`src/rtl/tod_reg_pkg.sv`:
```
package tod_reg_pkg;
  localparam int unsigned OFF_CLK_FREQ   = 32'h038;
  localparam int unsigned OFF_SEC_HI     = 32'h100;
  localparam int unsigned OFF_SEC_LO     = 32'h104;
  localparam int unsigned OFF_NS         = 32'h108;
  localparam int unsigned OFF_PERIOD     = 32'h110;
  localparam int unsigned OFF_ADJ_PER    = 32'h114;
  localparam int unsigned OFF_ADJ_CNT    = 32'h118;
  localparam int unsigned OFF_DRIFT_AMT  = 32'h11C;
  localparam int unsigned OFF_DRIFT_RATE = 32'h120;

  typedef enum logic [3:0] {
    SEL_NONE,
    SEL_FREQ,
    SEL_SEC_HI,
    SEL_SEC_LO,
    SEL_NS,
    SEL_PERIOD,
    SEL_ADJ_PER,
    SEL_ADJ_CNT,
    SEL_DRIFT_AMT,
    SEL_DRIFT_RATE
  } reg_sel_e;
endpackage

```
`src/rtl/tod_addr_dec.sv`:
```
module tod_addr_dec
  import tod_reg_pkg::*;
#(
  parameter int unsigned ADDR_W = 12
) (
  input  logic [ADDR_W-1:0] addr_i,
  output reg_sel_e          sel_o
);
  always_comb begin
    sel_o = SEL_NONE;
    if      (addr_i == ADDR_W'(OFF_CLK_FREQ))   sel_o = SEL_FREQ;
    else if (addr_i == ADDR_W'(OFF_SEC_HI))     sel_o = SEL_SEC_HI;
    else if (addr_i == ADDR_W'(OFF_SEC_LO))     sel_o = SEL_SEC_LO;
    else if (addr_i == ADDR_W'(OFF_NS))         sel_o = SEL_NS;
    else if (addr_i == ADDR_W'(OFF_PERIOD))     sel_o = SEL_PERIOD;
    else if (addr_i == ADDR_W'(OFF_ADJ_PER))    sel_o = SEL_ADJ_PER;
    else if (addr_i == ADDR_W'(OFF_ADJ_CNT))    sel_o = SEL_ADJ_CNT;
    else if (addr_i == ADDR_W'(OFF_DRIFT_AMT))  sel_o = SEL_DRIFT_AMT;
    else if (addr_i == ADDR_W'(OFF_DRIFT_RATE)) sel_o = SEL_DRIFT_RATE;
  end
endmodule

```
`src/rtl/tod_time_shadow.sv`:
```
// Snapshot of live seconds on nanoseconds read; staged seconds committed on nanoseconds write.
module tod_time_shadow #(
  parameter int unsigned SEC_HI_W = 16,
  localparam int unsigned SEC_W   = 32 + SEC_HI_W
) (
  input  logic             clk_i,
  input  logic             rst_ni,
  input  logic             wr_sec_hi_i,
  input  logic             wr_sec_lo_i,
  input  logic             wr_ns_i,
  input  logic             rd_ns_i,
  input  logic [31:0]      wdata_i,
  input  logic [SEC_W-1:0] live_sec_i,
  output logic [SEC_W-1:0] snap_sec_o,
  output logic             load_o,
  output logic [SEC_W-1:0] load_sec_o,
  output logic [31:0]      load_ns_o
);
  logic [SEC_HI_W-1:0] stage_hi_q;
  logic [31:0]         stage_lo_q;

  always_ff @(posedge clk_i or negedge rst_ni) begin
    if (!rst_ni) begin
      snap_sec_o <= '0;
      stage_hi_q <= '0;
      stage_lo_q <= '0;
      load_o     <= 1'b0;
      load_sec_o <= '0;
      load_ns_o  <= '0;
    end else begin
      load_o <= wr_ns_i;
      if (rd_ns_i)     snap_sec_o <= live_sec_i;
      if (wr_sec_hi_i) stage_hi_q <= wdata_i[SEC_HI_W-1:0];
      if (wr_sec_lo_i) stage_lo_q <= wdata_i;
      if (wr_ns_i) begin
        load_sec_o <= {stage_hi_q, stage_lo_q};
        load_ns_o  <= wdata_i;
      end
    end
  end
endmodule

```
`src/rtl/tod_ctl_regs.sv`:
```
module tod_ctl_regs #(
  parameter int unsigned PERIOD_W          = 20,
  parameter int unsigned CNT_W             = 20,
  parameter int unsigned DRIFT_W           = 16,
  parameter logic [PERIOD_W-1:0] PERIOD_RST = '0
) (
  input  logic                clk_i,
  input  logic                rst_ni,
  input  logic                wr_period_i,
  input  logic                wr_adj_per_i,
  input  logic                wr_adj_cnt_i,
  input  logic                wr_drift_amt_i,
  input  logic                wr_drift_rate_i,
  input  logic [PERIOD_W-1:0] wdata_per_i,
  input  logic [CNT_W-1:0]    wdata_cnt_i,
  input  logic [DRIFT_W-1:0]  wdata_drift_i,
  output logic [PERIOD_W-1:0] period_o,
  output logic [PERIOD_W-1:0] adj_period_o,
  output logic [CNT_W-1:0]    adj_count_o,
  output logic                adj_count_wr_o,
  output logic [DRIFT_W-1:0]  drift_amt_o,
  output logic [DRIFT_W-1:0]  drift_rate_o
);
  // Two period-format registers share one structure.
  logic [1:0]               per_we;
  logic [PERIOD_W-1:0]      per_q [2];
  localparam logic [PERIOD_W-1:0] PER_RST [2] = '{PERIOD_RST, '0};

  assign per_we = {wr_adj_per_i, wr_period_i};

  for (genvar g = 0; g < 2; g++) begin : g_per
    always_ff @(posedge clk_i or negedge rst_ni) begin
      if (!rst_ni)        per_q[g] <= PER_RST[g];
      else if (per_we[g]) per_q[g] <= wdata_per_i;
    end
  end

  assign period_o     = per_q[0];
  assign adj_period_o = per_q[1];

  always_ff @(posedge clk_i or negedge rst_ni) begin
    if (!rst_ni) begin
      adj_count_o    <= '0;
      adj_count_wr_o <= 1'b0;
      drift_amt_o    <= '0;
      drift_rate_o   <= '0;
    end else begin
      adj_count_wr_o <= wr_adj_cnt_i;
      if (wr_adj_cnt_i)    adj_count_o  <= wdata_cnt_i;
      if (wr_drift_amt_i)  drift_amt_o  <= wdata_drift_i;
      if (wr_drift_rate_i) drift_rate_o <= wdata_drift_i;
    end
  end
endmodule

```
`src/rtl/tod_reg_front.sv`:
```
module tod_reg_front
  import tod_reg_pkg::*;
#(
  parameter int unsigned ADDR_W       = 12,
  parameter int unsigned SEC_HI_W     = 16,
  parameter int unsigned PERIOD_W     = 20,
  parameter int unsigned CNT_W        = 20,
  parameter int unsigned DRIFT_W      = 16,
  parameter logic [31:0] CLK_FREQ_HZ  = 32'd100_000_000,
  parameter logic [31:0] PERIOD_RESET = 32'h000A_0000,
  localparam int unsigned SEC_W       = 32 + SEC_HI_W
) (
  input  logic                clk_i,
  input  logic                rst_ni,
  input  logic [ADDR_W-1:0]   addr_i,
  input  logic                wr_en_i,
  input  logic [31:0]         wdata_i,
  input  logic                rd_en_i,
  output logic [31:0]         rdata_o,
  input  logic [SEC_W-1:0]    live_sec_i,
  input  logic [31:0]         live_ns_i,
  output logic                load_o,
  output logic [SEC_W-1:0]    load_sec_o,
  output logic [31:0]         load_ns_o,
  output logic [PERIOD_W-1:0] period_o,
  output logic [PERIOD_W-1:0] adj_period_o,
  output logic [CNT_W-1:0]    adj_count_o,
  output logic                adj_count_wr_o,
  input  logic [CNT_W-1:0]    adj_count_live_i,
  output logic [DRIFT_W-1:0]  drift_amt_o,
  output logic [DRIFT_W-1:0]  drift_rate_o
);
  reg_sel_e         sel;
  logic [SEC_W-1:0] snap_sec;
  logic [31:0]      rd_mux;

  tod_addr_dec #(.ADDR_W(ADDR_W)) u_dec (
    .addr_i (addr_i),
    .sel_o  (sel)
  );

  tod_time_shadow #(.SEC_HI_W(SEC_HI_W)) u_shadow (
    .clk_i       (clk_i),
    .rst_ni      (rst_ni),
    .wr_sec_hi_i (wr_en_i && sel == SEL_SEC_HI),
    .wr_sec_lo_i (wr_en_i && sel == SEL_SEC_LO),
    .wr_ns_i     (wr_en_i && sel == SEL_NS),
    .rd_ns_i     (rd_en_i && sel == SEL_NS),
    .wdata_i     (wdata_i),
    .live_sec_i  (live_sec_i),
    .snap_sec_o  (snap_sec),
    .load_o      (load_o),
    .load_sec_o  (load_sec_o),
    .load_ns_o   (load_ns_o)
  );

  tod_ctl_regs #(
    .PERIOD_W   (PERIOD_W),
    .CNT_W      (CNT_W),
    .DRIFT_W    (DRIFT_W),
    .PERIOD_RST (PERIOD_W'(PERIOD_RESET))
  ) u_ctl (
    .clk_i           (clk_i),
    .rst_ni          (rst_ni),
    .wr_period_i     (wr_en_i && sel == SEL_PERIOD),
    .wr_adj_per_i    (wr_en_i && sel == SEL_ADJ_PER),
    .wr_adj_cnt_i    (wr_en_i && sel == SEL_ADJ_CNT),
    .wr_drift_amt_i  (wr_en_i && sel == SEL_DRIFT_AMT),
    .wr_drift_rate_i (wr_en_i && sel == SEL_DRIFT_RATE),
    .wdata_per_i     (wdata_i[PERIOD_W-1:0]),
    .wdata_cnt_i     (wdata_i[CNT_W-1:0]),
    .wdata_drift_i   (wdata_i[DRIFT_W-1:0]),
    .period_o        (period_o),
    .adj_period_o    (adj_period_o),
    .adj_count_o     (adj_count_o),
    .adj_count_wr_o  (adj_count_wr_o),
    .drift_amt_o     (drift_amt_o),
    .drift_rate_o    (drift_rate_o)
  );

  always_comb begin
    unique case (sel)
      SEL_FREQ:       rd_mux = CLK_FREQ_HZ;
      SEL_SEC_HI:     rd_mux = 32'(snap_sec[SEC_W-1:32]);
      SEL_SEC_LO:     rd_mux = snap_sec[31:0];
      SEL_NS:         rd_mux = live_ns_i;
      SEL_PERIOD:     rd_mux = 32'(period_o);
      SEL_ADJ_PER:    rd_mux = 32'(adj_period_o);
      SEL_ADJ_CNT:    rd_mux = 32'(adj_count_live_i);
      SEL_DRIFT_AMT:  rd_mux = 32'(drift_amt_o);
      SEL_DRIFT_RATE: rd_mux = 32'(drift_rate_o);
      default:        rd_mux = '0;
    endcase
  end

  always_ff @(posedge clk_i or negedge rst_ni) begin
    if (!rst_ni)      rdata_o <= '0;
    else if (rd_en_i) rdata_o <= rd_mux;
  end
endmodule

```
`config.mk`:
```
export PLATFORM = sky130hd
export DESIGN_NAME = tod_reg_front
export DESIGN_NICKNAME = d
export VERILOG_FILES = /design/src/rtl/tod_reg_pkg.sv /design/src/rtl/tod_addr_dec.sv /design/src/rtl/tod_time_shadow.sv /design/src/rtl/tod_ctl_regs.sv /design/src/rtl/tod_reg_front.sv
export SDC_FILE = /design/constraint.sdc
export NUM_CORES = 1
export LEC_CHECK = 0
export ABC_AREA = 1
export BUFFER_PORTS_ARGS = -buffer_cell sky130_fd_sc_hd__buf_2
export CORE_MARGIN = 2
export CORE_UTILIZATION = 50
export DETAILED_ROUTE_END_ITERATION = 16
export HOLD_SLACK_MARGIN = 0.06
export PLACE_DENSITY = 0.76
export SETUP_SLACK_MARGIN = 0.2
export SLEW_MARGIN = 20
export SYNTH_ARGS = -nofsm -noshare
export SYNTH_HDL_FRONTEND = slang
export SYNTH_SLANG_ARGS = --single-unit
```
`constraint.sdc`:
```
create_clock -name clk_i -period 2.59 [get_ports clk_i]
set_input_delay 0.3885 -clock clk_i [delete_from_list [all_inputs] [get_ports clk_i]]
set_output_delay 0.3885 -clock clk_i [all_outputs]
set_load 0.01 [all_outputs]
```
==> summary.md <==
| Metric | Value |
|---|---|
| Post-cts sizing count | 0 |
| DR iter-0 viols | 1245 |
| Multi-input logic area | 4590 um^2 |
| RSZ-0062 raised after global routing | no |
| Core Area | 25100 um^2 |
| # Post-CTS Setup Buffers | 0 |
| # placed instances | 2137 |
| Max_cap viols | 0 |
| Port Buffers | 353 |
| Crit path required time | 3.05 ns |
| Share of post-route cells with drive strength above 1 | 23.6% |
| Final hold violations | 0 |
| Io pins | 354 |
| Area growth syn-to-layout | 25.3% |
| Synth Instances | 1518 |
| Crit Path Category | in2reg |
| Setup TNS | 0 ns |
| Post-CTS Hold Buffers | 13 |
| Share of the yosys chip area belonging to registers | 59.4% |
| Type of origin of the critical path | input port |
| Cell variety after synth | 24 |
| Mapped Area | 12700 um^2 |
| Ys Warns | 0 |
| Non-filler cells in the finished layout | 2205 |
| H-tree depth | 1 |
| Residual DRC | 0 |
| Yosys reg bits | 302 |
| Clock Latency Late Sink | 0.57 ns |
| Die height | 164 um |
| Vias | 11900 |
| VDD IR max | 0.502 mV |
| Antenna Nets Post-Route | 0 |
| Endpoint type of the worst setup path | flop |
| PwrDens | 587 nW/um^2 |
| WL per Instance | 19.0 um |
| Router iterations before antenna repair | 7 |
| First-pass GRT wire length | 63100 um |
| Root buffer selected by CTS | clkbuf_16 |
| Final setup violation count | 0 |
| Register Area | 7560 um^2 |
| Num rows | 58 |
| Gpl congestion | 0.887 |
| Grt ovf | 0 |
| Clock slew at reported path FFs | 0.06 ns |
| Post-layout min period | 1.80 ns |
| Worst EP arrival | 2.26 ns |
| Fin crit share | 69.6% |
| Clock Skew | 0.00942 ns |
| CTS buffer count | 30 |
| Fmax achieved | 555 MHz |
| Power Total | 9.36 mW |
| Synth Area per Inst | 8.39 um^2 |
| GR Util All Layers | 31.0% |
| Via density | 5.40 |
| Slew margin rel. | 42.2% |
| Total Die Area | 26800 um^2 |
| Initial antenna violation count | 5 |
| Status | finished clean |
| Largest net degree at the start of global routing | 113 |
| Synth Net Count | 1666 |
| Measured slew at the worst slew-check pin | 0.865 ns |
| DP Wirelength | 29200 um |
| CTS tree | done |
| Vias in the first global route | 11300 |
| Die W | 164 um |
| Leakage | 9.10 nW |
| Final Slew Violations | 0 |
| Initial Utilization | 50.7% |
| TritonCTS Sinks | 302 |
| Final #Nets | 2000 |
| Fillcell total | 2152 |
| Worst Hold Class | in2reg |
| CTS max path bufs | 3 |
| WL final | 41800 um |
| Crit Path Max Fanout | 32 |
[cells in the final DEF (no fill, tap or decap), drive strengths merged]
cell / netlist / final
a21oi: 6 / 6
clkbuf: 58 / 43
diode: 0 / 6
dfrtp: 300 / 300
buf: 35 / 382
clkinv: 0 / 4
nor4: 2 / 2
nand4: 2 / 2
nand3b: 2 / 2
nand3: 189 / 189
dfstp: 2 / 2
nand2: 610 / 610
clkinvlp: 0 / 1
and3: 1 / 1
o21ai: 186 / 186
inv: 57 / 57
nor3: 5 / 5
bufinv: 0 / 1
dlygate4sd3: 0 / 13
nor2: 57 / 57
a21o: 6 / 6
[area by class of cell]
class	count	area share (%)
diodes	6	0.0941
repair buffers	395	13.9
well taps	330	2.59
inverters	57	1.34
flip-flops and latches	302	47.4
clock buffers	43	5.33
multi-input cells	1066	28.8
clock inverters	6	0.518
[per-stage QoR]
| step | hold WS (ns) | util, % | instance area, um^2 | setup WS (ns) |
|---|---|---|---|---|
| after CTS | 0.0608 | 63.5 | 15900 | 0.843 |
| final | 0.0610 | 63.5 | 15900 | 0.789 |
| after floorplan | 0.0929 | - | 12700 | 0.856 |
| after detailed placement | 0.335 | 59.2 | 14900 | 0.260 |
| after global placement | 0.334 | 59.2 | 14900 | 0.341 |
| after global routing | 0.0633 | 63.5 | 15900 | 0.609 |
[registers in the layout, indices dropped and copies added (netlist names)]
name / count
u_ctl.adj_period_o: 20
rdata_o: 32
u_shadow.load_ns_o: 32
u_ctl.adj_count_o: 20
u_shadow.stage_hi_q: 16
u_shadow.load_sec_o: 48
u_ctl.period_o: 20
u_ctl.adj_count_wr_o: 1
u_ctl.drift_rate_o: 16
u_shadow.load_o: 1
u_shadow.snap_sec_o: 48
u_ctl.drift_amt_o: 16
u_shadow.stage_lo_q: 32
[metal layers]
| layer | share of wire [%] | up-vias | wire length (um) | GRT usage (%) |
|---|---|---|---|---|
| li1 | - | 5539 | - | - |
| met1 | 40 | 5678 | 16600 | 42.4 |
| met2 | 46 | 580 | 19400 | 47.9 |
| met3 | 9.4 | 109 | 3940 | 6.22 |
| met4 | 4.6 | 0 | 1940 | 14.4 |
| met5 | 0 | - | 0 | 0 |
[report_power, final]
group,total [mW],internal (mW),switching [mW],leakage [nW]
sequential,4.74,4.73,0.0110,4.21
combinational,0.432,0.134,0.298,4.43
clock,4.18,2.36,1.82,0.453
total,9.36,7.23,2.13,9.10
[logic make-up after synthesis]
family                 Yosys count  share of synthesized area (%)
buffers and inverters          150                           4.74
flip-flops                     302                           59.4
AND/OR/NAND/NOR                868                           28.0
AO/OA/AOI/OAI                  198                           7.90
[Yosys cell counts, drive strengths merged]
cell,instances,area share [%]
inv,57,1.7
and3,1,0.049
a21oi,6,0.24
nand3,189,7.4
clkbuf,58,1.7
dfstp,2,0.41
nor2,57,1.8
nor3,5,0.29
nand4,2,0.098
o21ai,186,7.3
nand2,610,18
nor4,2,0.15
buf,35,1.3
dfrtp,300,59
nand3b,2,0.12
a21o,6,0.35
[critical path: stages]
cell     delay (ns)
buf_2          0.10
nor2_1         0.13
inv_1          0.09
nor2_4         0.31
nand2_1        0.20
nor2_1         0.12
nand2_1        0.51
o21ai_0        0.41
[path summary, 6_finish.rpt]
| path | start | endpoint | slack [ns] | cells past startpoint |
|---|---|---|---|---|
| min in group asynchronous | rst_ni | u_shadow.load_ns_o[26] | 0.33 | 2 |
| worst min register to register | u_shadow.stage_hi_q[14] | u_shadow.load_sec_o[46] | 0.47 | 2 |
| worst max register to register | u_ctl.drift_rate_o[15] | rdata_o[15] | 1.41 | 6 |
| max in group asynchronous | rst_ni | u_ctl.drift_rate_o[14] | 1.45 | 3 |
| worst min-delay path | live_sec_i[18] | u_shadow.snap_sec_o[18] | 0.06 | 3 |
| worst max-delay path | addr_i[11] | u_ctl.drift_amt_o[0] | 0.79 | 8 |
Power figures use the tool's default switching activity.
